File: config.mk
export PLATFORM = sky130hd
export DESIGN_NAME = lfsr_unsub128
export DESIGN_NICKNAME = d
export VERILOG_FILES = /design/src/rtl/lfsr_unsub_pkg.sv /design/src/rtl/lfsr_unsub_step.sv /design/src/rtl/lfsr_unsub_lane.sv /design/src/rtl/lfsr_unsub128.sv
export SDC_FILE = /design/constraint.sdc
export NUM_CORES = 1
export LEC_CHECK = 0
export ABC_AREA = 1
export BUFFER_PORTS_ARGS = -buffer_cell sky130_fd_sc_hd__clkbuf_2
export CAP_MARGIN = 0
export CORE_MARGIN = 8
export CORE_UTILIZATION = 50
export CTS_BUF_LIST = sky130_fd_sc_hd__clkbuf_2 sky130_fd_sc_hd__clkbuf_4 sky130_fd_sc_hd__clkbuf_8
export DETAILED_ROUTE_END_ITERATION = 12
export PLACE_DENSITY = 0.85
export SLEW_MARGIN = 20
export SYNTH_ARGS = -nofsm -noshare
export SYNTH_HDL_FRONTEND = slang
export SYNTH_SLANG_ARGS = --single-unit
File: constraint.sdc
create_clock -name clk -period 1.3 [get_ports clk]
set_input_delay 0.065 -clock clk [delete_from_list [all_inputs] [get_ports clk]]
set_output_delay 0.065 -clock clk [all_outputs]
set_load 0.01 [all_outputs]
File: src/rtl/lfsr_unsub_pkg.sv
`timescale 1ns/1ps
package lfsr_unsub_pkg;

  // Fibonacci tap mask: bit j set when the polynomial has term x^(j+1).
  function automatic logic [31:0] fib_taps(input int w);
    case (w)
      8:       return 32'h0000_00B8;
      16:      return 32'h0000_B400;
      default: return 32'h8020_0003;
    endcase
  endfunction

  // Galois feedback constant: the polynomial's lower terms, including x^0.
  function automatic logic [31:0] gal_poly(input int w);
    case (w)
      8:       return 32'h0000_0071;
      16:      return 32'h0000_6801;
      default: return 32'h0040_0007;
    endcase
  endfunction

endpackage

File: src/rtl/lfsr_unsub_step.sv
`timescale 1ns/1ps
// One backward LFSR step; GALOIS picks the register form.
module lfsr_unsub_step #(
  parameter int W      = 8,
  parameter bit GALOIS = 1'b0
) (
  input  logic [W-1:0] cur,
  output logic [W-1:0] prev
);
  import lfsr_unsub_pkg::*;

  localparam logic [W-1:0] TAPS = W'(fib_taps(W));
  localparam logic [W-1:0] POLY = W'(gal_poly(W));

  logic [W-1:0] redo;

  generate
    if (GALOIS) begin : g_gal
      logic [W-1:0] unfed;
      always_comb begin
        unfed = cur ^ (cur[0] ? POLY : '0);
        prev  = {cur[0], unfed[W-1:1]};
        redo  = {prev[W-2:0], 1'b0} ^ (prev[W-1] ? POLY : '0);
      end
      always_comb begin
        a_r3_gal_undo : assert (redo == cur)
          else $error("galois backward step not undone by forward step");
      end
    end else begin : g_fib
      always_comb begin
        prev = {cur[0] ^ (^(cur[W-1:1] & TAPS[W-2:0])), cur[W-1:1]};
        redo = {prev[W-2:0], ^(prev & TAPS)};
      end
      always_comb begin
        a_r2_fib_undo : assert (redo == cur)
          else $error("fibonacci backward step not undone by forward step");
      end
    end
  endgenerate

endmodule

File: src/rtl/lfsr_unsub_lane.sv
`timescale 1ns/1ps
// One lane: rewind STEPS steps, then strip the lower lane's contribution.
module lfsr_unsub_lane #(
  parameter int W       = 8,
  parameter bit GALOIS  = 1'b0,
  parameter int STEPS   = 5,
  parameter bit IS_BASE = 1'b0
) (
  input  logic [W-1:0] sub_in,
  input  logic [W-1:0] below_in,
  output logic [W-1:0] plain_out
);

  logic [W-1:0] chain [STEPS+1];

  assign chain[0] = sub_in;

  generate
    for (genvar k = 0; k < STEPS; k++) begin : g_step
      lfsr_unsub_step #(.W(W), .GALOIS(GALOIS)) step_i (
        .cur  (chain[k]),
        .prev (chain[k+1])
      );
    end
    if (IS_BASE) begin : g_base
      // the lowest lane is its own seed
      assign plain_out = chain[STEPS];
    end else begin : g_upper
      // remove the neighbour's substituted value
      assign plain_out = chain[STEPS] ^ below_in;
    end
  endgenerate

endmodule

File: src/rtl/lfsr_unsub128.sv
`timescale 1ns/1ps
module lfsr_unsub128 #(
  parameter int LANE_W = 8,
  parameter bit GALOIS = 1'b0,
  parameter int STEPS  = 5
) (
  input  logic         clk,
  input  logic         rst_n,
  input  logic         in_valid,
  input  logic [127:0] in_word,
  output logic         out_valid,
  output logic [127:0] out_word
);

  localparam int WORD_W = 128;
  localparam int NLANES = WORD_W / LANE_W;

  // reset: asserted at once, released through two flops
  logic rst_meta_n, rst_q_n;
  always_ff @(posedge clk or negedge rst_n) begin
    if (!rst_n) begin
      rst_meta_n <= 1'b0;
      rst_q_n    <= 1'b0;
    end else begin
      rst_meta_n <= 1'b1;
      rst_q_n    <= rst_meta_n;
    end
  end

  logic [WORD_W-1:0] plain_d;

  generate
    for (genvar i = 0; i < NLANES; i++) begin : g_lane
      if (i == 0) begin : g_lo
        lfsr_unsub_lane #(.W(LANE_W), .GALOIS(GALOIS), .STEPS(STEPS), .IS_BASE(1'b1)) lane_i (
          .sub_in    (in_word[0 +: LANE_W]),
          .below_in  ({LANE_W{1'b0}}),
          .plain_out (plain_d[0 +: LANE_W])
        );
      end else begin : g_hi
        lfsr_unsub_lane #(.W(LANE_W), .GALOIS(GALOIS), .STEPS(STEPS), .IS_BASE(1'b0)) lane_i (
          .sub_in    (in_word[i*LANE_W +: LANE_W]),
          .below_in  (in_word[(i-1)*LANE_W +: LANE_W]),
          .plain_out (plain_d[i*LANE_W +: LANE_W])
        );
      end
    end
  endgenerate

  // next-state
  logic              word_en;
  logic [WORD_W-1:0] word_nx;
  logic              valid_nx;

  always_comb begin
    word_en  = in_valid;
    word_nx  = word_en ? plain_d : out_word;
    valid_nx = in_valid;
  end

  // registers
  always_ff @(posedge clk or negedge rst_n) begin
    if (!rst_n) begin
      out_word  <= '0;
      out_valid <= 1'b0;
    end else if (!rst_q_n) begin
      out_word  <= '0;
      out_valid <= 1'b0;
    end else begin
      out_word  <= word_nx;
      out_valid <= valid_nx;
    end
  end

  a_r6_valid_next : assert property (@(posedge clk) disable iff (!rst_q_n)
    in_valid |=> out_valid)
    else $error("out_valid missing after accepted word");

  a_r7_idle_hold : assert property (@(posedge clk) disable iff (!rst_q_n)
    !in_valid |=> (!out_valid && $stable(out_word)))
    else $error("output changed while idle");

  a_r9_zero_word : assert property (@(posedge clk) disable iff (!rst_q_n)
    (in_valid && in_word == '0) |=> (out_word == '0))
    else $error("zero word did not map to zero");

endmodule

## After elaboration in Yosys (flattened, before gate mapping)

Cells that the tools add are included.

- Eq/ne operators: 1
- Mux-type cells: 3
- Bitwise logic cells: 95
- Reduce and logical (&&, ||, !) cells: 80

Operator list:

| kind | number |
|---|---|
| 7-bit XOR reduction | 80 |
| 128-bit two-way mux | 2 |
| 8-bit bitwise XOR | 15 |
| 1-bit bitwise XOR | 80 |
| 2-bit inequality test, second input constant | 1 |
| 1-bit two-way mux | 1 |

- Register bits: 131
- Input port bits: 131
- Output and inout bits: 129
- Logic and storage cells: 183

## Longest topological paths before layout

- Depth in word-level cells: 9
- Depth in mapped cells: 11
- Mapped depth without buffers: 10

## Modules after synthesis

Synthesis repeated with hierarchy kept, for this count alone.

- Cells, all modules: 2937
- Area, all modules: 16921.2 um^2

Modules (own cells, without submodules):

| module | instances | cells an instance | area each (um^2) | seq. area each (um^2) |
|---|---|---|---|---|
| lfsr_unsub_step | 80 | 22 | 116.4 | 0.0 |
| lfsr_unsub128 | 1 | 577 | 5360.1 | 3278.1 |
| lfsr_unsub_lane (g_lane[10].g_hi.lane_i ...) | 15 | 40 | 150.1 | 0.0 |

## Worst setup path before layout

OpenSTA, ideal clock, no wires.

- Path kind: register -> register
- From: reg rst_q_n
- To: reg out_word[104]
- Setup time: 0.122 ns
- Arrival: 1.023 ns
- Data required time: 1.178 ns
- Path slack: 0.156 ns
- Cell stages (with the launch flop): 6
- Path buffers: 2
- Clock period less this slack: 1.144 ns
- Path through: dfrtp_1 > nand2_2 > inv_2 > buf_6 > buf_6 > a32o_1

- Cells in the longest elaborated chain, start to end: 1
- Elaborated cells on any way between the ends: 2
- Those cells by class: eq/ne: 1; mux: 1

RTL lines:

| element | RTL line | text |
|---|---|---|
| from (decl) | lfsr_unsub128.sv:19 | `logic rst_meta_n, rst_q_n;` |
| from (signal assigned) | lfsr_unsub128.sv:26 | `rst_q_n <= rst_meta_n;` |
| 2-bit inequality test (no source line) or 128-bit two-way mux (tied branches) | n/a |  |
| to (signal assigned) | lfsr_unsub128.sv:70 | `out_word <= word_nx;` |
| to (decl) | lfsr_unsub128.sv:12 | `output logic [127:0] out_word` |

Several ways; a longest one is shown, not always the timed one.
A chain may end at the register's enable or synchronous reset.

## Worst setup path after layout

- From: in in_word[41]
- To: reg out_word[49]

- Cells in the longest elaborated chain, start to end: 3

RTL lines:

| element | RTL line | text |
|---|---|---|
| from (decl) | lfsr_unsub128.sv:10 | `input logic [127:0] in_word,` |
| 8-bit bitwise XOR | lfsr_unsub_lane.sv:30 | `assign plain_out = chain[STEPS] ^ below_in;` |
| 128-bit two-way mux | lfsr_unsub128.sv:57 | `word_nx = word_en ? plain_d : out_word;` |
| 128-bit two-way mux | lfsr_unsub128.sv:66 | `end else if (!rst_q_n) begin` |

Every way passes these cells. The select of a mux whose other input is x is not followed.

==> results.json <==
{
  "status": "finished, final reports clean",
  "synthArstFlopShare": 1.00,
  "cts_root_buffer": "clkbuf_8",
  "crit_family": "buffers and inverters",
  "p_per_area_nw_per_um2": 1060,
  "grt_remaining_overflow": 0,
  "die_w_um": 145,
  "synthTopCellsByArea": "dfrtp_1, nand2_1, xor2_1",
  "rr_worst_depth": 6,
  "synth_ff_type": "dfrtp_1",
  "start_util": 0.509,
  "post-cts-setup-buffer-count": 0,
  "setup_viol": 0,
  "core_um2": 16500,
  "skew_ns": 0.0111,
  "period_needed_ns": 1.30,
  "wirelength_mm": 27.0,
  "clock-sinks": 131,
  "finalCritPeriodShare": 0.998,
  "yosys_warnings": 0,
  "area_growth_pct": 34.7,
  "worstHoldPathType": "input port to flop",
  "vias": 8668,
  "grt_pass1_vias": 8765,
  "min_from": "in_word[61]",
  "clockBufferDepth": 2,
  "critPathSlowestCell": "dlygate4sd3_1",
  "dp.cells": 1543,
  "synth_area_per_cell_um2": 7.75,
  "rrSetupSlack_ns": 0.08,
  "tritoncts": "yes",
  "synth_nets": 1211,
  "ys_seq_area_frac": 0.392,
  "drtIter0Drc": 598,
  "setup_slack_ns": 0.00217,
  "clock.fmax_mhz": 771,
  "cts.clk_slew.worst_paths_ns": 0.08,
  "slew_violations": 0,
  "synth_area_leader_cell": "dfrtp_1",
  "io_pins": 260,
  "ant_nets": 0,
  "power_mw": 12.0,
  "r2r-end": "out_word[23]",
  "clock_latency_ns": 0.44,
  "fp.dieH_um": 145,
  "vias_per_cell": 5.23,
  "start_kind": "input port",
  "wire_per_inst_um": 16.3,
  "synth-seq-cells": 131,
  "holdPathStages": 3,
  "layout-drive-gt1-share": 0.274,
  "hold_end": "out_word[56]",
  "rsz0062_at_grt": "yes",
  "grt_usage": 0.249,
  "path_common_cell": "dlygate4sd3_1",
  "htree_num_levels": 4,
  "critical_path_arrival_ns": 1.63,
  "path_cells": "dlygate4sd3_1, clkbuf_2, nand2_1, dlygate4sd3_1, a32o_1",
  "dr.pass1.iters": 5,
  "stdcell_count": 1657,
  "worstPathRequired_ns": 1.64,
  "n_fill_cell": 1276,
  "synth_cell_types": 28,
  "hold_violations": 0,
  "max-cap-violations": 0,
  "pre_cts_ws_ns": 0.0298,
  "rows": 47,
  "antenna_found_initial": 1,
  "io_buffers": 259,
  "place_hpwl_mm": 19.1,
  "critical_path_class": "input port to flop",
  "slowest_delay_ns": 0.56,
  "finalSetupTns_ns": 0,
  "peakVddDrop_uv": 841,
  "p_leak_nw": 5.91,
  "gp_routability_congestion": 0.898,
  "dieArea_um2": 21100,
  "worstReg2RegStart": "rst_q_n",
  "drc": 0,
  "utilization": 0.685,
  "numCtsBuffers": 17,
  "grt_max_degree": 56,
  "nNetsFinal": 1555,
  "cp-end-kind": "flop",
  "grt_pass1_wl_mm": 43.1,
  "synth_top_area_frac": 0.392,
  "syn_inst": 1080,
  "synth_area_um2": 8370,
  "path_max_fanout": 4,
  "path_buf_inv": 3,
  "synth-edff-count": 0
}
-- worst max-delay path by stage --
stage	end	cells past startpoint	slack (ns)	startpoint
2_1_floorplan	out_word[104]	5	0.16	rst_q_n
3_3_place_gp	out_word[96]	5	0.06	rst_q_n
3_5_place_dp	out_word[98]	5	0.03	rst_q_n
4_1_cts	out_word[98]	5	0.03	rst_q_n
5_1_grt	out_word[76]	6	-0.03	rst_q_n
6_report	out_word[49]	5	0.002	in_word[41]
-- stage by stage --
stage / hold WS (ns) / instance area [um2]
3_3_place_gp: 0.00286 / 9960
5_1_grt: 0.00812 / 11300
2_1_floorplan: -0.231 / 8370
4_1_cts: 0.00122 / 11200
6_report: 0.0290 / 11300
3_5_place_dp: 0.00856 / 9960
-- synth_stat cells, types with 2 or more instances --
master and instances:
nand2_2 12, buf_6 8, inv_1 63, or2_1 2, clkbuf_1 8, a21oi_1 8
xnor2_2 4, o21ai_0 7, a32o_1 45, inv_2 14, xnor2_1 62, a22o_1 2
nand2_1 413, xor2_1 75, buf_4 5, xor2_2 10, or2_2 41, dfrtp_1 131
buf_2 9, nor2_1 64, nand3_1 28, o21ai_1 63
-- kinds of logic (layout without fill, tap and decap cells) --
| logic type | Yosys count | count (layout) | synth area share |
|---|---|---|---|
| compound gates | 126 | 126 | 0.103 |
| xor+xnor | 151 | 151 | 0.171 |
| buf+inv | 108 | 464 | 0.0593 |
| flops | 131 | 131 | 0.392 |
| other cells | 1 | 2 | 0.000448 |
| simple gates | 563 | 563 | 0.275 |
-- cell type report --
cell class / count / area (um2) / area share
tap: 220 / 275 / 0.0244
clock buffer: 21 / 277 / 0.0245
multi-input combinational: 841 / 4620 / 0.410
inverter: 77 / 292 / 0.0259
timing repair buffer: 356 / 2380 / 0.211
clock inverter: 10 / 156 / 0.0139
sequential: 131 / 3280 / 0.291
antenna: 1 / 2.50 / 0.000222
-- timing repair --
| action | 4_1_cts | 5_1_grt |
|---|---|---|
| resized for setup | 0 | 20 |
| hold buffers | 82 | 0 |
| endpoints found under the hold margin | 196 | 0 |
| endpoints found under the setup margin | 0 | 30 |
-- tightest hold or removal path, cell delays in order --
cell,delay (ns)
clkbuf_2,0.13
nand2_1,0.08
a32o_1,0.16
-- power by group --
| group | internal (mW) | switching (mW) |
|---|---|---|
| Clock | 2.22 | 1.66 |
| Combinational | 1.41 | 1.99 |
| Sequential | 4.43 | 0.241 |
-- registers in the layout (all words and copies together), names as in the netlist --
name        flops
out_word      128
out_valid       1
rst_q_n         1
rst_meta_n      1
-- metal layers --
| metal | share of wire | global-route usage | routed length (um) |
|---|---|---|---|
| met5 | 0 | 0 | 0 |
| met4 | 0.056 | 0.163 | 1500 |
| met3 | 0.062 | 0.0541 | 1680 |
| met2 | 0.49 | 0.421 | 13300 |
| met1 | 0.39 | 0.280 | 10500 |
-- cells in the final DEF, fill, tap and decap left out, types with 2 or more instances in the layout --
cell type and instances:
a22o_1 2, buf_6 3, clkbuf_8 19, xor2_1 74
or2_2 41, a32o_1 45, clkbuf_4 2, or2_1 2
o21ai_0 7, xnor2_2 5, dfrtp_1 131, xnor2_1 61
dlygate4sd3_1 81, inv_2 14, buf_12 8, a21oi_1 8
buf_4 9, o21ai_1 63, xor2_2 11, nor2_1 64
inv_1 62, nand2_2 15, clkinv_2 4, nand3_1 28
buf_2 2, nand2_1 410, bufinv_16 4, clkbuf_2 251
Note: power is estimated with default switching activity, not from simulation.
